<file path="src/rtl/clk_stop_pkg.sv">
package clk_stop_pkg;

   // effective stop configuration, 1 = tristate, 0 = driven parked
   typedef struct packed {
      logic stop_tri;
      logic pdn_tri;
   } cs_cfg_t;

   function automatic int cnt_w(input int n);
      return (n < 2) ? 1 : $clog2(n + 1);
   endfunction

endpackage

</file>
<file path="src/rtl/cs_sync.sv">
module cs_sync #(
   parameter int         W       = 1,
   parameter int         STAGES  = 2,
   parameter logic [W-1:0] RST_VAL = '0
) (
   input  logic         clk,
   input  logic         rst_n,
   input  logic [W-1:0] d_i,
   output logic [W-1:0] q_o
);

   if (STAGES < 2) begin : g_bad_stages
      $error("cs_sync: STAGES must be at least 2");
   end
   if (W < 1) begin : g_bad_w
      $error("cs_sync: W must be at least 1");
   end

   logic [W-1:0] stg_q [STAGES];

   always_ff @(posedge clk or negedge rst_n) begin
      if (!rst_n) begin
         for (int k = 0; k < STAGES; k++) stg_q[k] <= RST_VAL;
      end else begin
         stg_q[0] <= d_i;
         for (int k = 1; k < STAGES; k++) stg_q[k] <= stg_q[k-1];
      end
   end

   assign q_o = stg_q[STAGES-1];

endmodule

</file>
<file path="src/rtl/cs_resume_timer.sv">
module cs_resume_timer #(
   parameter int RESUME_CYC = 450000,
   parameter int CW         = 19
) (
   input  logic          clk,
   input  logic          rst_n,
   input  logic          pdn_act_i,
   output logic          hold_o,
   output logic          win_o,
   output logic [CW-1:0] cnt_o
);

   localparam logic [CW-1:0] LOAD = CW'(RESUME_CYC);

   if (RESUME_CYC < 1) begin : g_bad_len
      $error("cs_resume_timer: RESUME_CYC must be at least 1");
   end
   if ((2 ** CW) <= RESUME_CYC) begin : g_bad_cw
      $error("cs_resume_timer: CW too narrow for RESUME_CYC");
   end

   logic          pdn_q;
   logic [CW-1:0] cnt_q;
   logic          release_edge;

   assign release_edge = pdn_q & ~pdn_act_i;

   always_ff @(posedge clk or negedge rst_n) begin
      if (!rst_n) begin
         pdn_q <= 1'b0;
         cnt_q <= '0;
      end else begin
         pdn_q <= pdn_act_i;
         if (pdn_act_i)              cnt_q <= '0;
         else if (release_edge)      cnt_q <= LOAD;
         else if (cnt_q != '0)       cnt_q <= cnt_q - 1'b1;
      end
   end

   assign win_o  = (cnt_q != '0);
   // power-down in force: request, the release cycle, or the window
   assign hold_o = pdn_act_i | pdn_q | win_o;
   assign cnt_o  = cnt_q;

endmodule

</file>
<file path="src/rtl/cs_out_gate.sv">
module cs_out_gate (
   input  logic clk,
   input  logic rst_n,
   input  logic src_i,
   input  logic stop_i,
   input  logic tri_i,
   output logic run_o,
   output logic hiz_o,
   output logic true_o,
   output logic comp_o
);

   logic run_q;
   logic hiz_q;

   // state moves only while the source clock is low: no runt pulse
   always_ff @(posedge clk or negedge rst_n) begin
      if (!rst_n) begin
         run_q <= 1'b1;
         hiz_q <= 1'b0;
      end else if (!src_i) begin
         run_q <= ~stop_i;
         hiz_q <= stop_i & tri_i;
      end
   end

   assign run_o  = run_q;
   assign hiz_o  = hiz_q;
   assign true_o = run_q & src_i;
   assign comp_o = run_q ? ~src_i : 1'b1;

endmodule

</file>
<file path="src/rtl/clk_stop_ctl.sv">
module clk_stop_ctl
   import clk_stop_pkg::*;
#(
   parameter int N_OUT       = 4,
   parameter int N_FREE      = 3,
   parameter int RESUME_CYC  = 450000,
   parameter int SYNC_STAGES = 2
) (
   input  logic              clk,
   input  logic              rst_n,
   input  logic              stop_req_n,
   input  logic              pdn_req_n,
   input  logic              cfg_stop_tri,
   input  logic              cfg_pdn_tri,
   input  logic [N_OUT-1:0]  src_clk_i,
   output logic [N_OUT-1:0]  run_o,
   output logic [N_OUT-1:0]  hiz_o,
   output logic [N_OUT-1:0]  true_o,
   output logic [N_OUT-1:0]  comp_o,
   output logic [N_FREE-1:0] free_en_o
);

   localparam int CW = cnt_w(RESUME_CYC);

   if (N_OUT < 1) begin : g_bad_nout
      $error("clk_stop_ctl: N_OUT must be at least 1");
   end
   if (N_FREE < 1) begin : g_bad_nfree
      $error("clk_stop_ctl: N_FREE must be at least 1");
   end
   if (SYNC_STAGES < 2) begin : g_bad_sync
      $error("clk_stop_ctl: SYNC_STAGES must be at least 2");
   end

   logic [1:0]    raw_n;
   logic [1:0]    sync_n;
   logic          stop_act;
   logic          pdn_act;
   logic          pd_hold;
   logic          win;
   logic [CW-1:0] win_cnt;
   cs_cfg_t       cfg_eff;
   logic          stop_any;
   logic          tri_sel;

   assign raw_n = {stop_req_n, pdn_req_n};

   cs_sync #(
      .W       (2),
      .STAGES  (SYNC_STAGES),
      .RST_VAL (2'b11)
   ) u_sync (
      .clk   (clk),
      .rst_n (rst_n),
      .d_i   (raw_n),
      .q_o   (sync_n)
   );

   assign stop_act = ~sync_n[1];
   assign pdn_act  = ~sync_n[0];

   cs_resume_timer #(
      .RESUME_CYC (RESUME_CYC),
      .CW         (CW)
   ) u_tmr (
      .clk       (clk),
      .rst_n     (rst_n),
      .pdn_act_i (pdn_act),
      .hold_o    (pd_hold),
      .win_o     (win),
      .cnt_o     (win_cnt)
   );

   // configuration is frozen while the resume window is open
   always_ff @(posedge clk or negedge rst_n) begin
      if (!rst_n) begin
         cfg_eff <= '0;
      end else if (!win) begin
         cfg_eff.stop_tri <= cfg_stop_tri;
         cfg_eff.pdn_tri  <= cfg_pdn_tri;
      end
   end

   assign stop_any = pd_hold | stop_act;
   assign tri_sel  = pd_hold ? cfg_eff.pdn_tri : cfg_eff.stop_tri;

   for (genvar g = 0; g < N_OUT; g++) begin : g_out
      cs_out_gate u_gate (
         .clk    (clk),
         .rst_n  (rst_n),
         .src_i  (src_clk_i[g]),
         .stop_i (stop_any),
         .tri_i  (tri_sel),
         .run_o  (run_o[g]),
         .hiz_o  (hiz_o[g]),
         .true_o (true_o[g]),
         .comp_o (comp_o[g])
      );
   end

   for (genvar f = 0; f < N_FREE; f++) begin : g_free
      assign free_en_o[f] = 1'b1;
   end

endmodule

</file>
<file path="config.mk">
export PLATFORM = sky130hd
export DESIGN_NAME = clk_stop_ctl
export DESIGN_NICKNAME = d
export VERILOG_FILES = /design/src/rtl/clk_stop_pkg.sv /design/src/rtl/cs_sync.sv /design/src/rtl/cs_resume_timer.sv /design/src/rtl/cs_out_gate.sv /design/src/rtl/clk_stop_ctl.sv
export SDC_FILE = /design/constraint.sdc
export NUM_CORES = 1
export LEC_CHECK = 0
export ABC_AREA = 1
export BUFFER_PORTS_ARGS = -buffer_cell sky130_fd_sc_hd__buf_2
export CORE_AREA = 2 2 71 73
export CTS_CLUSTER_DIAMETER = 30
export DETAILED_ROUTE_END_ITERATION = 12
export DIE_AREA = 0 0 73 75
export SLEW_MARGIN = 40
export SYNTH_ARGS = -nofsm -noshare
export SYNTH_HDL_FRONTEND = slang
export SYNTH_SLANG_ARGS = --single-unit
</file>
<file path="constraint.sdc">
create_clock -name clk -period 2.1 [get_ports clk]
set_input_delay 0.105 -clock clk [delete_from_list [all_inputs] [get_ports clk]]
set_output_delay 0.105 -clock clk [all_outputs]
set_load 0.005 [all_outputs]
</file>
; Yosys cells after proc, flatten, opt, wreduce, memory -nomap -nowiden
; Index checks and enable logic that the tools add are counted.
[word_totals]
latchBits = 0
elab_cells = 41
n_memories = 0
romBits = 0
inputBits = 10
reg_bits = 34
mem_bits_rw = 0
out_inout_bits = 19
[op_classes]
n_reduce_logical = 1
n_bitwise = 16
n_eq_ne = 1
n_lt_le_gt_ge = 0
n_mux = 8
div = 0
n_mul = 0
addsub = 1
n_shift = 0
[ops]
columns = operator, count
row1 = $mux 19, 3
row2 = $reduce_bool 19->1, 1
row3 = $sub 19x1->19 const B, 1
row4 = $not 1->1, 7
row5 = $and 1x1->1, 6
row6 = $mux 1, 5
row7 = $ne 3x1->1 const B, 1
row8 = $or 1x1->1, 3

; Logic depth before layout (Yosys ltp)
[logic_depth]
word_depth = 5
depth_mapped = 9
depth_no_buf = 9

; Modules after synthesis
; From an unflattened synthesis, not the netlist that was laid out.
[hier_totals]
cells_unflattened = 241
area_unflattened_um2 = 1783.0
[modules_own_cells]
columns = module, area_per_inst_um2, n_inst, seq_area_each_um2, cells_each
row1 = cs_resume_timer, 1207.4, 1, 500.5, 180
row2 = cs_out_gate, 82.6, 4, 51.3, 9
row3 = clk_stop_ctl, 125.1, 1, 50.0, 19
row4 = cs_sync, 120.1, 1, 105.1, 6

; Worst setup path before layout
; OpenSTA, ideal clock, no wires.
[synth_path]
path_type = reg2reg
from = reg u_tmr.cnt_q[0] (netlist: u_tmr.cnt_o[0])
to = reg g_out[0].u_gate.hiz_q
setup_slack_ns = 0.577
arrival_time_ns = 1.406
path_stages_with_launch = 10
synth_period_minus_slack_ns = 1.523
cell_sequence = dfrtp_1 -> inv_1 -> ha_1 -> nand2_4 -> nor2_8 -> nand2_4 -> nor2_8 -> nand3_4 -> nand3_1 -> nand2_1
[synth_via]
elab_chain_cells = 4
word_cells_on_any_way = 5
[synth_rtl]
columns = item, line_no
row1 = "start, declared", cs_resume_timer.sv:23  ; logic [CW-1:0] cnt_q;
row2 = "start signal, assigned", cs_resume_timer.sv:36  ; else if (cnt_q != '0) cnt_q <= cnt_q - 1'b1;
row3 = $reduce_bool 19->1 *, cs_resume_timer.sv:40  ; assign win_o = (cnt_q != '0);
row4 = $or 1x1->1 *, cs_resume_timer.sv:42  ; assign hold_o = pdn_act_i | pdn_q | win_o;
row5 = $or 1x1->1 / $mux 1 (equally long branches), "clk_stop_ctl.sv:84, clk_stop_ctl.sv:85"
row6 = $and 1x1->1 *, cs_out_gate.sv:23  ; hiz_q <= stop_i & tri_i;
row7 = "end signal, assigned", cs_out_gate.sv:23
row8 = "end, declared", cs_out_gate.sv:14  ; logic hiz_q;
; Mark *: on every way between the ends. The rest lies on a longest branch, timed or not.
; A chain may end at the register's enable or synchronous reset.

; Final worst setup path
; Same ends and word-level chain as after synthesis.

==> summary.txt <==
Run status
  – Status: finished clean

Power and ir drop
  – Power density over cell area: 929.9 nW/µm²
  – Tot Pwr: 2.065 mW
  – Leak pwr: 1.179 nW
  – VDD IR max: 0.5001 mV

Detailed routing
  – Via Count: 1469
  – Pre-antenna DRT Iters: 5
  – Residual DRC: 0
  – Number of vias per cell: 4.678
  – DR iter-0 viols: 104
  – Routed wire length: 3736 µm
  – Post-route ant nets: 0
  – DR WL/cell: 11.90 µm

STA
  – Fmax: 593.2 MHz
  – Final hold violation count: 0
  – Worst hold slack: 41.90 ps
  – Fin crit period: 1686 ps
  – RSZ-0062 raised after global routing: no
  – Clock Skews: 3.677 ps
  – Period utilisation layout: 80.27%
  – Setup TNS: 0 ps
  – Final setup viols: 0
  – Final Max Slew Viols: 0

Cells and area
  – Finished Layout Cells: 314
  – Share of cells above drive strength 1: 25.77%
  – Layout area overhead: 14.00%
  – Commonest non-fill, non-tap cell in the layout: nand2_1
  – Final nets: 270
  – Most frequent cells in the layout: 47 x nand2_1, 36 x nor2_1, 29 x inv_1
  – # diodes: 0

Global routing
  – First-pass GRT wire length: 6389 µm
  – Total global-route track usage: 15.65%
  – Met3 global-route usage: 4.016%
  – Initial antenna violation count: 0
  – Vias in the first global route: 1414
  – Largest net degree at the start of global routing: 35
  – Met2 usage: 25.33%
  – Grt ovf: 0
  – Met1 Usage GRT: 19.93%
  – Layer carrying the most global-route usage: met2

Synthesis
  – Ys Warns: 0
  – Mapped Area: 1948 µm²
  – Synth Area per Inst: 8.220 µm²
  – Post-synthesis register bit count: 34
  – Sequential fraction of the synthesis area: 44.19%
  – Synth unique cells: 29
  – Syn Inst Count: 237

Job
  – Max Cap Viol: 0

Floorplan
  – Core area: 4661 µm²
  – Full die area: 5475 µm²
  – Site row count: 25
  – I/O Pins: 29
  – Initial Util: 41.80%
  – Die Y: 75 µm
  – Width of the die: 73 µm

CTS
  – H-tree depth: 2
  – Cts repair resizes: 0
  – Clock slew at reported path FFs: 70 ps
  – Maximum clock path buffer count: 2
  – Clock buffer count from CTS: 5
  – Worst-Skew Late Latency: 290 ps
  – CTS tree: built
  – Root Driver: clkbuf_8
  – # clock sinks: 34

Placement
  – GP Congestion: 0.8238
  – Final HPWL DP: 2694 µm
  – Port bufs: 25
  – Placed Cells: 299

Worst setup path
  – Launch point of the worst path: u_tmr.cnt_o[0]$_DFFE_PN0P_
  – Max FO, Critical Path: 9
  – Crit path launch type: flop
  – Reg-to-Reg Start: u_tmr.cnt_o[0]$_DFFE_PN0P_
  – Worst Path Required: 2280 ps
  – WP data arrival: 1870 ps
  – Crit end category: flop
  – Critical path type: reg -> reg

Min path
  – HP Class: in -> reg
  – Hold_sp: cfg_pdn_tri
[routing by layer]
metal	vias to the layer above	routed length [µm]
li1	774	-
met1	666	1728
met2	23	1811
met3	6	123
met4	0	73
met5	-	0
[worst max-delay path: stages (launching register included)]
cell and delay, ps:
dfrtp_1 390, inv_1 140, ha_1 270, nand2_4 100, nor2_8 180, nand2_4 90
nor2_8 160, nand3_4 110, nand3_1 90, nand2_1 50
[synth_stat cells]
master | count | area (µm²)
nor2_4 | 3 | 33.78
o21ai_1 | 1 | 5.000
o21ai_0 | 3 | 15.01
nor2_1 | 36 | 135.1
nand2_1 | 47 | 176.4
nand4_1 | 3 | 18.77
dfrtp_1 | 26 | 650.6
o21ai_2 | 4 | 35.03
xnor2_1 | 2 | 17.52
nor4_1 | 2 | 12.51
nor3_1 | 7 | 35.03
inv_1 | 29 | 108.9
nand2_2 | 2 | 12.51
a21oi_1 | 7 | 35.03
xor2_1 | 2 | 17.52
buf_4 | 20 | 150.1
nand4_2 | 1 | 12.51
or2_2 | 2 | 12.51
nor3_4 | 1 | 16.27
a31oi_1 | 1 | 6.260
nor2_8 | 2 | 40.04
nand3_1 | 16 | 80.08
inv_2 | 2 | 7.510
conb_1 | 1 | 3.750
nand3_4 | 2 | 35.03
dfstp_2 | 8 | 210.2
ha_1 | 1 | 12.51
nand2_4 | 3 | 33.78
nor2_2 | 3 | 18.77
[power breakdown]
group	total, mW	internal [mW]	switching [mW]
registers	0.819	0.752	0.0672
clock network	0.750	0.506	0.244
logic	0.496	0.185	0.311
total	2.07	1.44	0.622
[stage by stage]
stage | util [%] | cell area [µm²] | worst slack, ps
2_1_floorplan | - | 1956 | 577.0
3_3_place_gp | 43.03 | 2006 | 451.1
4_1_cts | 47.60 | 2218 | 395.7
3_5_place_dp | 43.03 | 2006 | 415.0
6_report | 47.65 | 2221 | 414.3
5_1_grt | 47.65 | 2221 | 255.5
[worst paths after layout]
path                                                     end  slack [ps]  cells past startpoint
max reg2reg                g_out[0].u_gate.hiz_o$_DFFE_PN0N_         410                      9
min reg2reg                          u_sync.q_o[0]$_DFF_PN1_         360                      0
min                                   cfg_eff[0]$_DFFE_PN0N_          40                      3
max                        g_out[0].u_gate.hiz_o$_DFFE_PN0N_         410                      9
min in group asynchronous        u_tmr.cnt_o[15]$_DFFE_PN0P_         290                      2
max in group asynchronous  g_out[3].u_gate.run_o$_DFFE_PN1N_        1470                      2
[area by class of cell]
cell class	instances	area [µm²]
fill	444	2440
sequential	34	860.8
multi-input combinational	154	828.3
timing repair buffer	33	205.2
inverter	31	116.4
clock buffer	6	82.58
tap	54	67.56
clock inverter	2	60.06
[cells by family after synthesis]
| logic type | after synthesis | share of synthesized area (%) |
|---|---|---|
| adders and majority gates | 1 | 0.6422 |
| DFF | 34 | 44.19 |
| buffers and inverters | 51 | 13.68 |
| xor gates and xnor gates | 4 | 1.799 |
| and+or+nand+nor | 130 | 34.55 |
| other | 1 | 0.1925 |
| AOI/OAI and AO/OA | 16 | 4.945 |
[what timing repair did]
action / in CTS / in global routing
hold buffers: 7 / 0
hold endpoints to repair: 32 / 0
buffers inserted: 0 / 0
setup endpoints to repair: 0 / 0
[registers in the layout (all words and copies together), names as in the netlist]
register            flops
g_out.u_gate.run_o      4
u_tmr.pdn_q             1
u_sync.q_o              2
u_sync.stg_q            2
g_out.u_gate.hiz_o      4
cfg_eff                 2
u_tmr.cnt_o            19
Power figures use the tool's default switching activity.
